<file path="src/rtl/quad_thermo_if.sv">
module quad_thermo_if #(
  parameter int NSENS      = 4,
  parameter int CMD_LEN    = 8,
  parameter int CFG_LEN    = 8,
  parameter int TMP_LEN    = 9,
  parameter int DWORD_W    = 16,
  parameter int TEMP_INIT  = 44,
  parameter int CFG_INIT   = 'h02,
  parameter int OP_RDTEMP  = 'hAA,
  parameter int OP_RDCFG   = 'hAC,
  parameter int OP_CONV    = 'hEE,
  parameter logic [7:0] C_RST   = 8'h01,
  parameter logic [7:0] C_CLKLO = 8'h02,
  parameter logic [7:0] C_CLKHI = 8'h03,
  parameter logic [7:0] D_HIGH  = 8'h01,
  parameter logic [7:0] D_ENRD  = 8'h80
) (
  input  logic             clk,
  input  logic             rst_n,
  input  logic             wr_en,
  input  logic             rd_en,
  input  logic [1:0]       addr,
  input  logic [7:0]       wdata,
  output logic [NSENS-1:0] rdata,
  output logic             unk_cmd
);

  localparam int CPW = $clog2(CMD_LEN + 1);
  localparam int CIW = (CMD_LEN > 1) ? $clog2(CMD_LEN) : 1;
  localparam int DPW = $clog2(DWORD_W + 1);
  localparam int DIW = (DWORD_W > 1) ? $clog2(DWORD_W) : 1;
  localparam logic [1:0] A_CTL = 2'd0;
  localparam logic [1:0] A_DWR = 2'd1;
  localparam logic [1:0] A_DRD = 2'd2;

  logic               clk_low;
  logic [CMD_LEN-1:0] cmd;
  logic [CPW-1:0]     cmd_pos;
  logic [DWORD_W-1:0] dword;
  logic [DPW-1:0]     dpos;
  logic [TMP_LEN-1:0] temp_r [NSENS];
  logic [CFG_LEN-1:0] cfg_r  [NSENS];
  logic [NSENS-1:0]   sel_bits;

  wire wr_ctl = wr_en && addr == A_CTL;
  wire wr_dat = wr_en && addr == A_DWR;
  wire rd_dat = rd_en && !wr_en && addr == A_DRD;

  wire cmd_done = cmd_pos == CPW'(CMD_LEN);
  wire is_temp  = cmd == CMD_LEN'(OP_RDTEMP);
  wire is_cfg   = cmd == CMD_LEN'(OP_RDCFG);
  wire rd_valid = cmd_done && (is_temp || is_cfg);
  wire rd_last  = is_temp ? (dpos == DPW'(TMP_LEN - 1)) : (dpos == DPW'(CFG_LEN - 1));
  wire bit_hi   = wdata == D_HIGH;

  logic [CMD_LEN-1:0] cmd_nxt;
  always_comb begin
    cmd_nxt = cmd;
    if (bit_hi) cmd_nxt[cmd_pos[CIW-1:0]] = 1'b1;
  end

  for (genvar g = 0; g < NSENS; g++) begin : g_sens
    logic [TMP_LEN-1:0] tsh;
    logic [CFG_LEN-1:0] csh;
    always_ff @(posedge clk) begin
      if (!rst_n) begin
        temp_r[g] <= TMP_LEN'(TEMP_INIT);
        cfg_r[g]  <= CFG_LEN'(CFG_INIT);
      end
    end
    assign tsh = temp_r[g] >> dpos;
    assign csh = cfg_r[g] >> dpos;
    assign sel_bits[g] = is_temp ? tsh[0] : csh[0];
  end

  always_ff @(posedge clk) begin
    if (!rst_n) begin
      clk_low <= 1'b0;
      cmd     <= '0;
      cmd_pos <= '0;
      dword   <= '0;
      dpos    <= '0;
      rdata   <= '0;
      unk_cmd <= 1'b0;
    end else if (wr_ctl) begin
      if (wdata == C_RST) begin
        cmd <= '0; cmd_pos <= '0; dword <= '0; dpos <= '0;
      end else if (wdata == C_CLKLO) begin
        clk_low <= 1'b1;
      end else if (wdata == C_CLKHI) begin
        clk_low <= 1'b0;
      end
    end else if (wr_dat) begin
      if (wdata == D_ENRD) begin
        dpos <= '0;
      end else if (clk_low) begin
        if (!cmd_done) begin
          if (cmd_pos == CPW'(CMD_LEN - 1) && cmd_nxt == CMD_LEN'(OP_CONV)) begin
            cmd <= '0; cmd_pos <= '0; dword <= '0; dpos <= '0;
          end else begin
            cmd     <= cmd_nxt;
            cmd_pos <= cmd_pos + 1'b1;
          end
        end else begin
          if (bit_hi && dpos < DPW'(DWORD_W)) dword[dpos[DIW-1:0]] <= 1'b1;
          if (dpos != '1) dpos <= dpos + 1'b1;
        end
      end
    end else if (rd_dat) begin
      if (rd_valid) begin
        rdata <= sel_bits;
        if (rd_last) begin
          cmd <= '0; cmd_pos <= '0; dword <= '0; dpos <= '0;
        end else begin
          dpos <= dpos + 1'b1;
        end
      end else begin
        rdata   <= '0;
        unk_cmd <= 1'b1;
      end
    end
  end

endmodule

</file>
<file path="config.mk">
export PLATFORM = sky130hd
export DESIGN_NAME = quad_thermo_if
export DESIGN_NICKNAME = d
export VERILOG_FILES = /design/src/rtl/quad_thermo_if.sv
export SDC_FILE = /design/constraint.sdc
export NUM_CORES = 1
export LEC_CHECK = 0
export CAP_MARGIN = 20
export CORE_UTILIZATION = 49
export CTS_BUF_LIST = sky130_fd_sc_hd__clkbuf_16
export CTS_CLUSTER_DIAMETER = 60
export DETAILED_ROUTE_END_ITERATION = 10
export GPL_TIMING_DRIVEN = 1
export PLACE_DENSITY = 0.75
export SLEW_MARGIN = 20
export SYNTH_ARGS = -nofsm -noshare
export SYNTH_HDL_FRONTEND = slang
export SYNTH_SLANG_ARGS = --single-unit
</file>
<file path="constraint.sdc">
create_clock -name clk -period 2.45 [get_ports clk]
set_input_delay 0.245 -clock clk [delete_from_list [all_inputs] [get_ports clk]]
set_output_delay 0.245 -clock clk [all_outputs]
set_load 0.01 [all_outputs]
</file>
==> results_tabular.tex <==
\begin{tabular}{lr}
\hline
Metric & Value \\
\hline
\multicolumn{2}{l}{\textbf{Setup path}} \\
Origin of the critical flop-to-flop path & cmd[6]\$\_SDFFE\_PN0P\_ \\
Worst path cell trace & nor4b\_4 -> nand4b\_4 -> ha\_4 -> nor2\_4 -> and3\_1 -> mux2\_4 -> o32ai\_4 -> or4b\_4 -> o32ai\_2 \\
Type of element capturing the critical path & flop \\
CP max FO & 3 \\
Worst path slowest cell & sky130\_fd\_sc\_hd\_\_or4b\_4 \\
Data required time at the worst endpoint & around 2600 ps \\
CP Launch Type & flop \\
Source of the critical timing path & cmd[6]\$\_SDFFE\_PN0P\_ \\
Worst Path Buf+Inv & 0 \\
Kind of critical path & reg2reg \\
Arrival time reported for the critical path endpoint & about 2800 ps \\
Stage delay of the slowest cell on the critical path & between 500 and 600 ps \\
Critical path's top delay family & simple AND/OR/NAND/NOR gates \\
\multicolumn{2}{l}{\textbf{Final layout}} \\
Utilization after layout & 0.755 \\
Post-route cell area & between 2000 and 2500 um2 \\
Layout Area Growth over Synthesis & 46.3\% \\
Final net count & 240 \\
Layout cell share with drive strength beyond 1 & 0.318 \\
Diode insertion count for antenna repair & 0 \\
\multicolumn{2}{l}{\textbf{Clock tree}} \\
Maximum root-to-sink buffer count & 2 \\
Number of clock sinks & 20 \\
Clock Pin Slew Worst Setup and Hold Paths & roughly 60 ps \\
Quantity of hold-fixing buffers added after cts & 0 \\
Worst-Skew Late Latency & around 260 ps \\
Count of H-tree levels built during CTS & 1 \\
TritonCTS Buffers & 3 \\
TritonCTS clock tree & yes \\
Clock tree root driver cell & sky130\_fd\_sc\_hd\_\_clkbuf\_16 \\
\multicolumn{2}{l}{\textbf{Timing}} \\
Share of the clock period used by the worst path after layout & 1.06 \\
Rel. slew slack & 0.680 \\
Measured slew at the worst slew-check pin & 480 ps \\
Final hold vios & 0 \\
Final Critical Period & 2600 ps \\
Worst clock skew & $\sim$5.1 ps \\
Total of endpoints with negative setup slack in the final report & 9 \\
PnR worst setup slack & -146 ps \\
RSZ-0062 raised after global routing & yes \\
Max-slew violation count & 0 \\
F\_max & just under 400 MHz \\
\multicolumn{2}{l}{\textbf{Synthesis}} \\
Number of enable flip-flop cells after synthesis & 0 \\
Sequential cell area fraction in the yosys report & 0.281 \\
Synth Flop Type & sky130\_fd\_sc\_hd\_\_dfxtp\_1 \\
FFs w/ async S/R, synth & 0 \\
Ranking of synthesized cells by area & sky130\_fd\_sc\_hd\_\_dfxtp\_1 (28\%), sky130\_fd\_sc\_hd\_\_nor2\_1 (5.5\%), sky130\_fd\_sc\_hd\_\_nand2\_1 (5.0\%), sky130\_fd\_sc\_hd\_\_a31oi\_1 (4.4\%), sky130\_fd\_sc\_hd\_\_ha\_1 (4.4\%) \\
Post-synth net total & 189 \\
Post-synthesis cell area & 1420 um2 \\
Total number of yosys warnings & 0 \\
Cell taking the most area after synthesis & sky130\_fd\_sc\_hd\_\_dfxtp\_1 \\
Post-synthesis cell count & between 150 and 200 \\
Synth top area share & 0.281 \\
Library cells used by synthesis & 49 \\
Flip-flop and latch count after synthesis & 20 \\
Post-Synthesis Mean Instance Area & 8.37 um2 \\
\multicolumn{2}{l}{\textbf{Power}} \\
VDD IR max & between 0.3 and 0.4 mV \\
Proportion of power drawn by the clock network & 0.446 \\
Proportion of power drawn by flip-flops and latches & 0.417 \\
Internal & 603 uW \\
Power Dens Cells & between 300 and 400 nW/um2 \\
Switching power share of the total & 0.236 \\
Part of the total power dissipated in combinational logic & 0.138 \\
Switching pwr & approximately 190 uW \\
Pleak & between 0.8 and 0.9 nW \\
\multicolumn{2}{l}{\textbf{Detailed routing}} \\
Number of DRC violations after detailed routing & 0 \\
Total via count after detailed routing & approximately 1600 \\
DRC marker count from the first detailed-route iteration & just over 80 \\
Number of nets with antenna violations after routing & 0 \\
Post-detailed-route wirelength per cell & $\sim$18 um \\
First-pass detailed-route iteration total & 4 \\
Detailed-route wire length & approximately 4600 um \\
Vias per inst & between 6 and 7 \\
\multicolumn{2}{l}{\textbf{Global route}} \\
Number of antenna violations at the first check in global routing & 0 \\
All-Layer GR Usage & 0.282 \\
Vias in the first global route & 1480 \\
Global-route wire length before repair & roughly 7000 um \\
Pin count of the biggest net entering global routing & 16 \\
Remaining Overflow, GRT & 0 \\
\multicolumn{2}{l}{\textbf{Run status}} \\
Violated checks & setup timing \\
Run status & complete, but fails checks \\
\multicolumn{2}{l}{\textbf{Floorplan}} \\
Initial Util & 0.516 \\
Floorplan die height & 55.9 um \\
Placeable core region & 2760 um2 \\
Number of I/O pins & 19 \\
Die Wd & between 50 and 60 um \\
Row Count & 19 \\
Area of the die & 3120 um2 \\
\multicolumn{2}{l}{\textbf{Worst hold path}} \\
Class of the worst hold path & reg2reg \\
Startpoint of the lowest-slack hold path & unk\_cmd\$\_SDFFE\_PN0P\_ \\
\multicolumn{2}{l}{\textbf{Job}} \\
Max cap viols & 0 \\
\multicolumn{2}{l}{\textbf{Placed design}} \\
Count of buffers inserted at the top-level ports & 18 \\
Post-detailed-placement half-perimeter wirelength & between 2000 and 3000 um \\
Final weighted congestion of routability-driven global placement & between 0.9 and 1 \\
Instance area after placement & 1840 um2 \\
\hline
\end{tabular}
## cells in the mapped netlist, types with 2 or more instances
cell                         n
sky130_fd_sc_hd__a2bb2oi_1   2
sky130_fd_sc_hd__mux2i_1     5
sky130_fd_sc_hd__a211oi_1    6
sky130_fd_sc_hd__dfxtp_1    20
sky130_fd_sc_hd__nor3b_1     2
sky130_fd_sc_hd__a21oi_1     4
sky130_fd_sc_hd__nand2_1    19
sky130_fd_sc_hd__nor4_1      3
sky130_fd_sc_hd__nor4bb_1    3
sky130_fd_sc_hd__nor2b_1     3
sky130_fd_sc_hd__and4b_1     2
sky130_fd_sc_hd__and3_1      4
sky130_fd_sc_hd__buf_2       3
sky130_fd_sc_hd__nor4b_1     2
sky130_fd_sc_hd__clkbuf_1    3
sky130_fd_sc_hd__ha_1        5
sky130_fd_sc_hd__o21ai_0     2
sky130_fd_sc_hd__o22ai_1     5
sky130_fd_sc_hd__nor2_1     21
sky130_fd_sc_hd__nand3b_1    3
sky130_fd_sc_hd__a31oi_1    10
sky130_fd_sc_hd__buf_4       3
sky130_fd_sc_hd__nand2b_1    2
sky130_fd_sc_hd__nand3_1     6
sky130_fd_sc_hd__inv_1       8
## path summary, 6_finish.rpt
path,to,slack (ps),cells after the start
max,dpos[2]$_SDFFE_PN0P_,-150,9
max reg2reg,dpos[2]$_SDFFE_PN0P_,-150,9
min,unk_cmd$_SDFFE_PN0P_,480,2
min reg2reg,unk_cmd$_SDFFE_PN0P_,480,2
## repair_timing
action,CTS,global route
buffers inserted,3,5
gates cloned,0,1
endpoints found under the setup margin,15,16
pin swaps,2,5
resized for setup,3,20
## placed cells by master (no fill, tap or decap), types with 3 or more instances in the layout
| cell type | Yosys | routed |
|---|---|---|
| sky130_fd_sc_hd__buf_4 | 3 | 34 |
| sky130_fd_sc_hd__nor2_1 | 21 | 20 |
| sky130_fd_sc_hd__nand2_1 | 19 | 18 |
| sky130_fd_sc_hd__dfxtp_1 | 20 | 18 |
| sky130_fd_sc_hd__clkdlybuf4s50_1 | 0 | 18 |
| sky130_fd_sc_hd__a31oi_1 | 10 | 9 |
| sky130_fd_sc_hd__inv_1 | 8 | 8 |
| sky130_fd_sc_hd__nand3_1 | 6 | 5 |
| sky130_fd_sc_hd__mux2i_1 | 5 | 5 |
| sky130_fd_sc_hd__and3_1 | 4 | 4 |
| sky130_fd_sc_hd__a211oi_1 | 6 | 4 |
| sky130_fd_sc_hd__o22ai_1 | 5 | 4 |
| sky130_fd_sc_hd__ha_1 | 5 | 4 |
| sky130_fd_sc_hd__nor2b_1 | 3 | 3 |
| sky130_fd_sc_hd__nor4_1 | 3 | 3 |
| sky130_fd_sc_hd__nand3b_1 | 3 | 3 |
| sky130_fd_sc_hd__clkbuf_16 | 0 | 3 |
| sky130_fd_sc_hd__buf_6 | 0 | 3 |
## flip-flops by register name, summed over array words and instances (netlist names)
name,flops
cmd,8
dpos,5
cmd_pos,4
clk_low,1
rdata,1
unk_cmd,1
## final cells by class
class	instances	area, um2
multi-input combinational	133	1060
fill	179	677
timing repair buffer	55	469
sequential	20	403
clock buffer	3	75.1
tap	31	38.8
inverter	8	30.0
clock inverter	1	3.75
## cell families after synthesis
logic type | Yosys count | share of synthesized area
xor gates and xnor gates | 1 | 0.00616
adders and majority gates | 5 | 0.0440
muxes | 6 | 0.0457
AOI/OAI and AO/OA | 40 | 0.226
buffers and inverters | 17 | 0.0554
DFF | 20 | 0.281
and+or+nand+nor | 81 | 0.341
## metrics by stage
| step | setup TNS, ps | power [mW] | cells | setup WS (ps) | hold slack [ps] |
|---|---|---|---|---|---|
| after detailed placement | -2030 | 0.431 | 238 | -233 | 476 |
| after floorplan | -31.5 | 0.374 | 170 | -31.5 | 341 |
| after global routing | -1390 | 0.807 | 251 | -249 | 506 |
| after global placement | -174 | 0.427 | 238 | -93.2 | 451 |
| final | -485 | 0.790 | 251 | -146 | 480 |
| after CTS | -146 | 0.778 | 245 | -103 | 490 |
## tightest hold or removal path, cell delays in order (launching register included)
cell and delay, ps:
sky130_fd_sc_hd__dfxtp_1 330, sky130_fd_sc_hd__nor2_1 50, sky130_fd_sc_hd__nor2_1 70
## power by group through the flow
stage	combinational, mW	clock [mW]	sequential (mW)
3_5_place_dp	0.0943	0	0.336
3_3_place_gp	0.0912	0	0.336
6_report	0.109	0.352	0.329
2_1_floorplan	0.0384	0	0.336
5_1_grt	0.115	0.363	0.329
4_1_cts	0.0970	0.352	0.329
## metal layers
| metal | GRT usage | up-vias | wire (um) |
|---|---|---|---|
| met5 | 0 | - | 0 |
| li1 | - | 741 | - |
| met3 | 0.0442 | 11 | 303 |
| met4 | 0.0906 | 0 | 87 |
| met2 | 0.466 | 79 | 2210 |
| met1 | 0.379 | 768 | 2030 |
(Power assumes the default switching activity.)
